### src/rtl/ilr_pkg.sv
package ilr_pkg;
    localparam int REQ_W  = 32;
    localparam int LVL_W  = 5;
    localparam int SW_LO  = 4;
    localparam int SW_N   = 15;
    localparam int EXT_LO = 20;
    localparam int EXT_N  = 11;

    typedef struct packed {
        logic             valid;
        logic [LVL_W-1:0] level;
        logic [REQ_W-1:0] summary;
    } resolve_t;

    function automatic logic [REQ_W-1:0] range_mask(input int lo, input int n);
        logic [REQ_W-1:0] m;
        m = '0;
        for (int i = 0; i < REQ_W; i++)
            if (i >= lo && i < lo + n) m[i] = 1'b1;
        return m;
    endfunction
endpackage

### src/rtl/ilr_scan.sv
module ilr_scan
    import ilr_pkg::*;
#(
    parameter int LO = 4,
    parameter int N  = 15
) (
    input  logic [REQ_W-1:0] vec_i,
    output logic             found_o,
    output logic [LVL_W-1:0] idx_o
);
    always_comb begin
        found_o = 1'b0;
        idx_o   = '0;
        // ascending walk: a later (higher) set bit overrides an earlier one
        for (int i = LO; i < LO + N; i++) begin
            if (vec_i[i]) begin
                found_o = 1'b1;
                idx_o   = LVL_W'(i);
            end
        end
    end
endmodule

### src/rtl/ilr_resolve.sv
module ilr_resolve
    import ilr_pkg::*;
#(
    parameter int SWL = SW_LO,
    parameter int SWN = SW_N,
    parameter int EXL = EXT_LO,
    parameter int EXN = EXT_N
) (
    input  logic [REQ_W-1:0] sw_req_i,
    input  logic [REQ_W-1:0] ext_req_i,
    output resolve_t         res_o
);
    localparam logic [REQ_W-1:0] SW_MASK  = range_mask(SWL, SWN);
    localparam logic [REQ_W-1:0] EXT_MASK = range_mask(EXL, EXN);
    localparam logic [LVL_W-1:0] SW_BIAS  = LVL_W'(SWL - 1);

    logic             sw_hit, ext_hit;
    logic [LVL_W-1:0] sw_idx, ext_idx;

    ilr_scan #(.LO(SWL), .N(SWN)) u_sw_scan (
        .vec_i(sw_req_i), .found_o(sw_hit), .idx_o(sw_idx));
    ilr_scan #(.LO(EXL), .N(EXN)) u_ext_scan (
        .vec_i(ext_req_i), .found_o(ext_hit), .idx_o(ext_idx));

    always_comb begin
        res_o.summary = (sw_req_i & SW_MASK) | (ext_req_i & EXT_MASK);
        res_o.valid   = sw_hit | ext_hit;
        if (ext_hit)     res_o.level = ext_idx;
        else if (sw_hit) res_o.level = sw_idx - SW_BIAS;
        else             res_o.level = '0;
    end
endmodule

### src/rtl/ilr_trap_ctl.sv
module ilr_trap_ctl
    import ilr_pkg::*;
(
    input  logic             clk,
    input  logic             rst,
    input  resolve_t         res_i,
    input  logic [LVL_W-1:0] cur_ipl_i,
    output logic             trap_o,
    output logic [REQ_W-1:0] summary_o,
    output logic [LVL_W-1:0] int_id_o
);
    logic             held_q;
    logic [REQ_W-1:0] last_sum_q;
    logic [LVL_W-1:0] last_ipl_q;
    logic             take, changed, fire;

    always_comb begin
        take    = res_i.valid && (res_i.level != '0) && (res_i.level > cur_ipl_i);
        changed = (res_i.summary != last_sum_q) || (cur_ipl_i != last_ipl_q);
        fire    = take && (!held_q || changed);
    end

    always_ff @(posedge clk) begin
        if (rst) begin
            trap_o     <= 1'b0;
            summary_o  <= '0;
            int_id_o   <= '0;
            held_q     <= 1'b0;
            last_sum_q <= '0;
            last_ipl_q <= '0;
        end else begin
            trap_o <= fire;
            if (fire) begin
                summary_o  <= res_i.summary;
                int_id_o   <= res_i.level;
                held_q     <= 1'b1;
                last_sum_q <= res_i.summary;
                last_ipl_q <= cur_ipl_i;
            end else if (!take) begin
                held_q <= 1'b0;
            end
        end
    end

    AST_TRAP_ABOVE_IPL: assert property (@(posedge clk) disable iff (rst)
        trap_o |-> int_id_o > $past(cur_ipl_i));
    AST_TRAP_ID_NONZERO: assert property (@(posedge clk) disable iff (rst)
        trap_o |-> int_id_o != '0);
    AST_OUT_HOLD: assert property (@(posedge clk) disable iff (rst)
        !trap_o && !$past(rst) |-> $stable(summary_o) && $stable(int_id_o));
    AST_NO_REPEAT: assert property (@(posedge clk) disable iff (rst)
        trap_o && res_i.summary == summary_o && cur_ipl_i == $past(cur_ipl_i)
        |=> !trap_o);
endmodule

### src/rtl/int_level_resolver.sv
module int_level_resolver
    import ilr_pkg::*;
#(
    parameter int SWL = SW_LO,
    parameter int SWN = SW_N,
    parameter int EXL = EXT_LO,
    parameter int EXN = EXT_N
) (
    input  logic             clk,
    input  logic             rst,
    input  logic [REQ_W-1:0] sw_req_i,
    input  logic [REQ_W-1:0] ext_req_i,
    input  logic [LVL_W-1:0] cur_ipl_i,
    output logic             trap_o,
    output logic [REQ_W-1:0] summary_o,
    output logic [LVL_W-1:0] int_id_o
);
    localparam logic [REQ_W-1:0] SW_MASK  = range_mask(SWL, SWN);
    localparam logic [REQ_W-1:0] EXT_MASK = range_mask(EXL, EXN);

    resolve_t res;

    ilr_resolve #(.SWL(SWL), .SWN(SWN), .EXL(EXL), .EXN(EXN)) u_resolve (
        .sw_req_i(sw_req_i), .ext_req_i(ext_req_i), .res_o(res));

    ilr_trap_ctl u_ctl (
        .clk(clk), .rst(rst), .res_i(res), .cur_ipl_i(cur_ipl_i),
        .trap_o(trap_o), .summary_o(summary_o), .int_id_o(int_id_o));

    AST_EXT_WINS: assert property (@(posedge clk) disable iff (rst)
        trap_o && ($past(ext_req_i & EXT_MASK) != '0) |-> int_id_o >= LVL_W'(EXL));
    AST_SUMMARY_BITS: assert property (@(posedge clk) disable iff (rst)
        trap_o |-> summary_o == ($past(sw_req_i & SW_MASK) | $past(ext_req_i & EXT_MASK)));
    AST_RESET_CLEAR: assert property (@(posedge clk)
        $past(rst) |-> !trap_o && summary_o == '0 && int_id_o == '0);
endmodule

### config.mk
export PLATFORM = sky130hd
export DESIGN_NAME = int_level_resolver
export DESIGN_NICKNAME = d
export VERILOG_FILES = /design/src/rtl/ilr_pkg.sv /design/src/rtl/ilr_scan.sv /design/src/rtl/ilr_resolve.sv /design/src/rtl/ilr_trap_ctl.sv /design/src/rtl/int_level_resolver.sv
export SDC_FILE = /design/constraint.sdc
export NUM_CORES = 1
export LEC_CHECK = 0
export ABC_CLOCK_PERIOD_IN_PS = 7930
export BUFFER_PORTS_ARGS = -buffer_cell sky130_fd_sc_hd__buf_2
export CAP_MARGIN = 20
export CORE_MARGIN = 3
export CORE_UTILIZATION = 35
export CTS_BUF_LIST = sky130_fd_sc_hd__clkbuf_8 sky130_fd_sc_hd__clkbuf_16
export DETAILED_ROUTE_END_ITERATION = 8
export MAX_ROUTING_LAYER = met4
export PLACE_DENSITY = 0.7
export SLEW_MARGIN = 20
export SYNTH_ARGS = -nofsm -noshare
export SYNTH_HDL_FRONTEND = slang
export SYNTH_SLANG_ARGS = --single-unit
### constraint.sdc
create_clock -name clk -period 7.93 [get_ports clk]
set_input_delay 1.586 -clock clk [delete_from_list [all_inputs] [get_ports clk]]
set_output_delay 1.586 -clock clk [all_outputs]
set_load 0.01 [all_outputs]
==> results.json <==
{
  "outcome": "finished, final reports clean",
  "synth_common_cells": "38 x dfxtp_1, 24 x xor2_1, 19 x a22o_1",
  "cts_buffer_depth": 2,
  "path_clk_slew_ps": 70,
  "cts_htree_levels": 2,
  "route.met2.wl_um": 2598,
  "drive_gt1_frac": 0.2825,
  "chipWidth_um": 87.22,
  "fin_crit_ps": 5030,
  "wl_per_cell_um": 15.71,
  "fmax_mhz": 198.8,
  "die-area_mm2": 0.007606,
  "ys_seq_elements": 38,
  "cts_buffers": 5,
  "relSlewSlack": 0.4488,
  "timing.rr.end": "u_ctl.last_sum_q[9]$_SDFFE_PP0P_",
  "synthArstFlopShare": 0,
  "arrival_ps": 5210,
  "num-fill-cells": 629,
  "dr.first_iter.drc_count": 91,
  "core_area_mm2": 0.006166,
  "grt_antenna_before_repair": 0,
  "rsz0062_at_grt": "no",
  "cts_sinks": 38,
  "critPathLaunch": "sw_req_i[13]",
  "fin_tns_setup_ps": 0,
  "hold_viol_final": 0,
  "fin_crit_sh": 0.6343,
  "yosysTopAreaCell": "dfxtp_1",
  "powerDensity_mw_per_mm2": 177.0,
  "register_area_um2": 760.7,
  "place_inst": 375,
  "syn_inst": 246,
  "min_path_type": "register to register",
  "finClkSkew_ps": 4.876,
  "avgSynthCellArea_um2": 9.384,
  "gp_congestion": 0.8896,
  "rows": 28,
  "finalSetupViolations": 0,
  "ff2ff_path_depth": 7,
  "ctsHoldBuffers": 0,
  "maxSlewViolCount": 0,
  "grt_pass1_vias": 1899,
  "synth-edff-count": 0,
  "yosys_warnings": 0,
  "dieHeight_um": 87.22,
  "cts_root_buf": "clkbuf_8",
  "grt_pass1_wl_um": 9591,
  "ir_drop_mv": 0.1049,
  "drc": 0,
  "postCtsResizedCells": 0,
  "antennaDiodeCount": 0,
  "fin_cells": 383,
  "multi_input_area_mm2": 0.001406,
  "worstMarginPinSlew_ps": 824.9,
  "crit_end": "u_ctl.last_sum_q[9]$_SDFFE_PP0P_",
  "synth_top_area_share": 0.3295,
  "cp-end-kind": "register",
  "firstDrtPassIters": 4,
  "num-nets-final": 384,
  "cts_tree": "yes",
  "grt_max_degree": 32,
  "cp_max_fo": 31,
  "hpwl_um": 4659,
  "synthTopCellsByArea": "dfxtp_1 33%, xor2_1 9.1%, a22o_1 7.2%, a221o_1 5.2%, nor3_1 3.9%",
  "synth_flop_cell": "dfxtp_1",
  "yosysMostFrequentCell": "dfxtp_1",
  "io_buffers": 64,
  "groute.usage.overall": 0.1672,
  "maxCapViolations": 0,
  "wl_met3_um": 345,
  "yosysUniqueCellTypes": 50,
  "wl_met1_um": 2983,
  "cp_data_required_time_ps": 8110,
  "start_util": 0.3744,
  "top_layer": "met4",
  "clk_latency_ps": 290,
  "synthToLayoutAreaGrowth_pct": 17.72,
  "leakage_nw": 1.264,
  "vias_per_cell": 5.358,
  "r2r_slack_ps": 5300,
  "num_io_pins": 109,
  "drt_wl_total_um": 6016,
  "worstSetupPathType": "input pin to register",
  "ys_seq_area_frac": 0.3295,
  "syn_area_mm2": 0.002308,
  "vias": 2052,
  "r2r_start": "u_ctl.last_sum_q[12]$_SDFFE_PP0P_",
  "postCtsSetupBuffers": 0,
  "overflow": 0,
  "postRouteAntennaNets": 0,
  "crit_path_start_kind": "input pin"
}
[registers in the layout, indices dropped and copies added (netlist names)]
| signal | flops |
|---|---|
| u_ctl.last_sum_q | 26 |
| u_ctl.held_q | 1 |
| u_ctl.last_ipl_q | 5 |
| u_ctl.int_id_o | 5 |
| u_ctl.trap_o | 1 |
[layout by cell type (no fill, tap or decap), types with 7 or more instances in the layout]
| cell | netlist | routed |
|---|---|---|
| nor2_1 | 10 | 10 |
| nor3_1 | 18 | 18 |
| and3_1 | 12 | 12 |
| a22o_1 | 19 | 19 |
| xnor2_1 | 7 | 7 |
| xor2_1 | 24 | 24 |
| buf_2 | 4 | 64 |
| dfxtp_1 | 38 | 38 |
| inv_1 | 8 | 9 |
| nor4_1 | 10 | 9 |
| a221o_1 | 12 | 12 |
[final cells by class]
class,count,share of cell area
multi-input cells,188,0.5175
flip-flops and latches,38,0.2799
repair buffers,66,0.1234
well taps,75,0.03453
clock buffers,6,0.03039
inverters,8,0.01105
clock inverters,2,0.003223
[report_power, final]
| part | switching (mW) | internal [mW] | total [mW] |
|---|---|---|---|
| Clock | 0.0674 | 0.0689 | 0.136 |
| Sequential | 0.0148 | 0.210 | 0.224 |
| Combinational | 0.0670 | 0.0533 | 0.120 |
[worst max-delay path: stages]
cell and delay, ps:
buf_2 140, or3b_1 390, a31oi_1 170, a31oi_1 110
and2_1 210, ha_1 260, nand2_1 80, o21ai_0 100
a21o_1 220, ha_1 290, nor2b_1 130, nor3_1 50
o21ai_0 210, o211ai_2 220, nor2_4 380, a21oi_4 290
a221o_1 370
[cells by family after synthesis]
logic type,Yosys count,share of synthesized area
compound gates,59,0.2076
xor+xnor,31,0.1176
fa+ha+maj,6,0.03252
buf+inv,25,0.07208
flops,38,0.3295
other cells,1,0.001624
simple gates,86,0.2390
[worst min-delay path by stage]
stage	from	to	slack [ps]	cells after the start
finish	u_ctl.int_id_o[4]$_SDFFE_PP0P_	u_ctl.int_id_o[4]$_SDFFE_PP0P_	490	2
global route	u_ctl.int_id_o[4]$_SDFFE_PP0P_	u_ctl.int_id_o[4]$_SDFFE_PP0P_	530	2
CTS	u_ctl.int_id_o[4]$_SDFFE_PP0P_	u_ctl.int_id_o[4]$_SDFFE_PP0P_	500	2
detailed placement	u_ctl.int_id_o[4]$_SDFFE_PP0P_	u_ctl.int_id_o[4]$_SDFFE_PP0P_	480	2
global placement	u_ctl.int_id_o[4]$_SDFFE_PP0P_	u_ctl.int_id_o[4]$_SDFFE_PP0P_	490	2
floorplan	u_ctl.last_ipl_q[0]$_SDFFE_PP0P_	u_ctl.last_ipl_q[0]$_SDFFE_PP0P_	470	1
[per-layer routing]
layer,global-route usage,vias to the layer above
met5,-,-
met4,0.04324,0
met3,0.03595,8
met2,0.2443,72
met1,0.2338,939
li1,-,1033
[stage by stage]
step / utilization / hold WS (ps) / cell area (um2) / setup WS, ps / total power, mW
floorplan: - / 474.6 / 2327 / 3356 / 0.3049
global placement: 0.4259 / 485.2 / 2626 / 2676 / 0.3464
detailed placement: 0.4259 / 477.5 / 2626 / 2595 / 0.3488
CTS: 0.4407 / 501.6 / 2718 / 2890 / 0.4854
global route: 0.4407 / 531.0 / 2718 / 2687 / 0.5105
finish: 0.4407 / 493.5 / 2718 / 2900 / 0.4809
No activity file was read; power rests on OpenSTA's default activity.
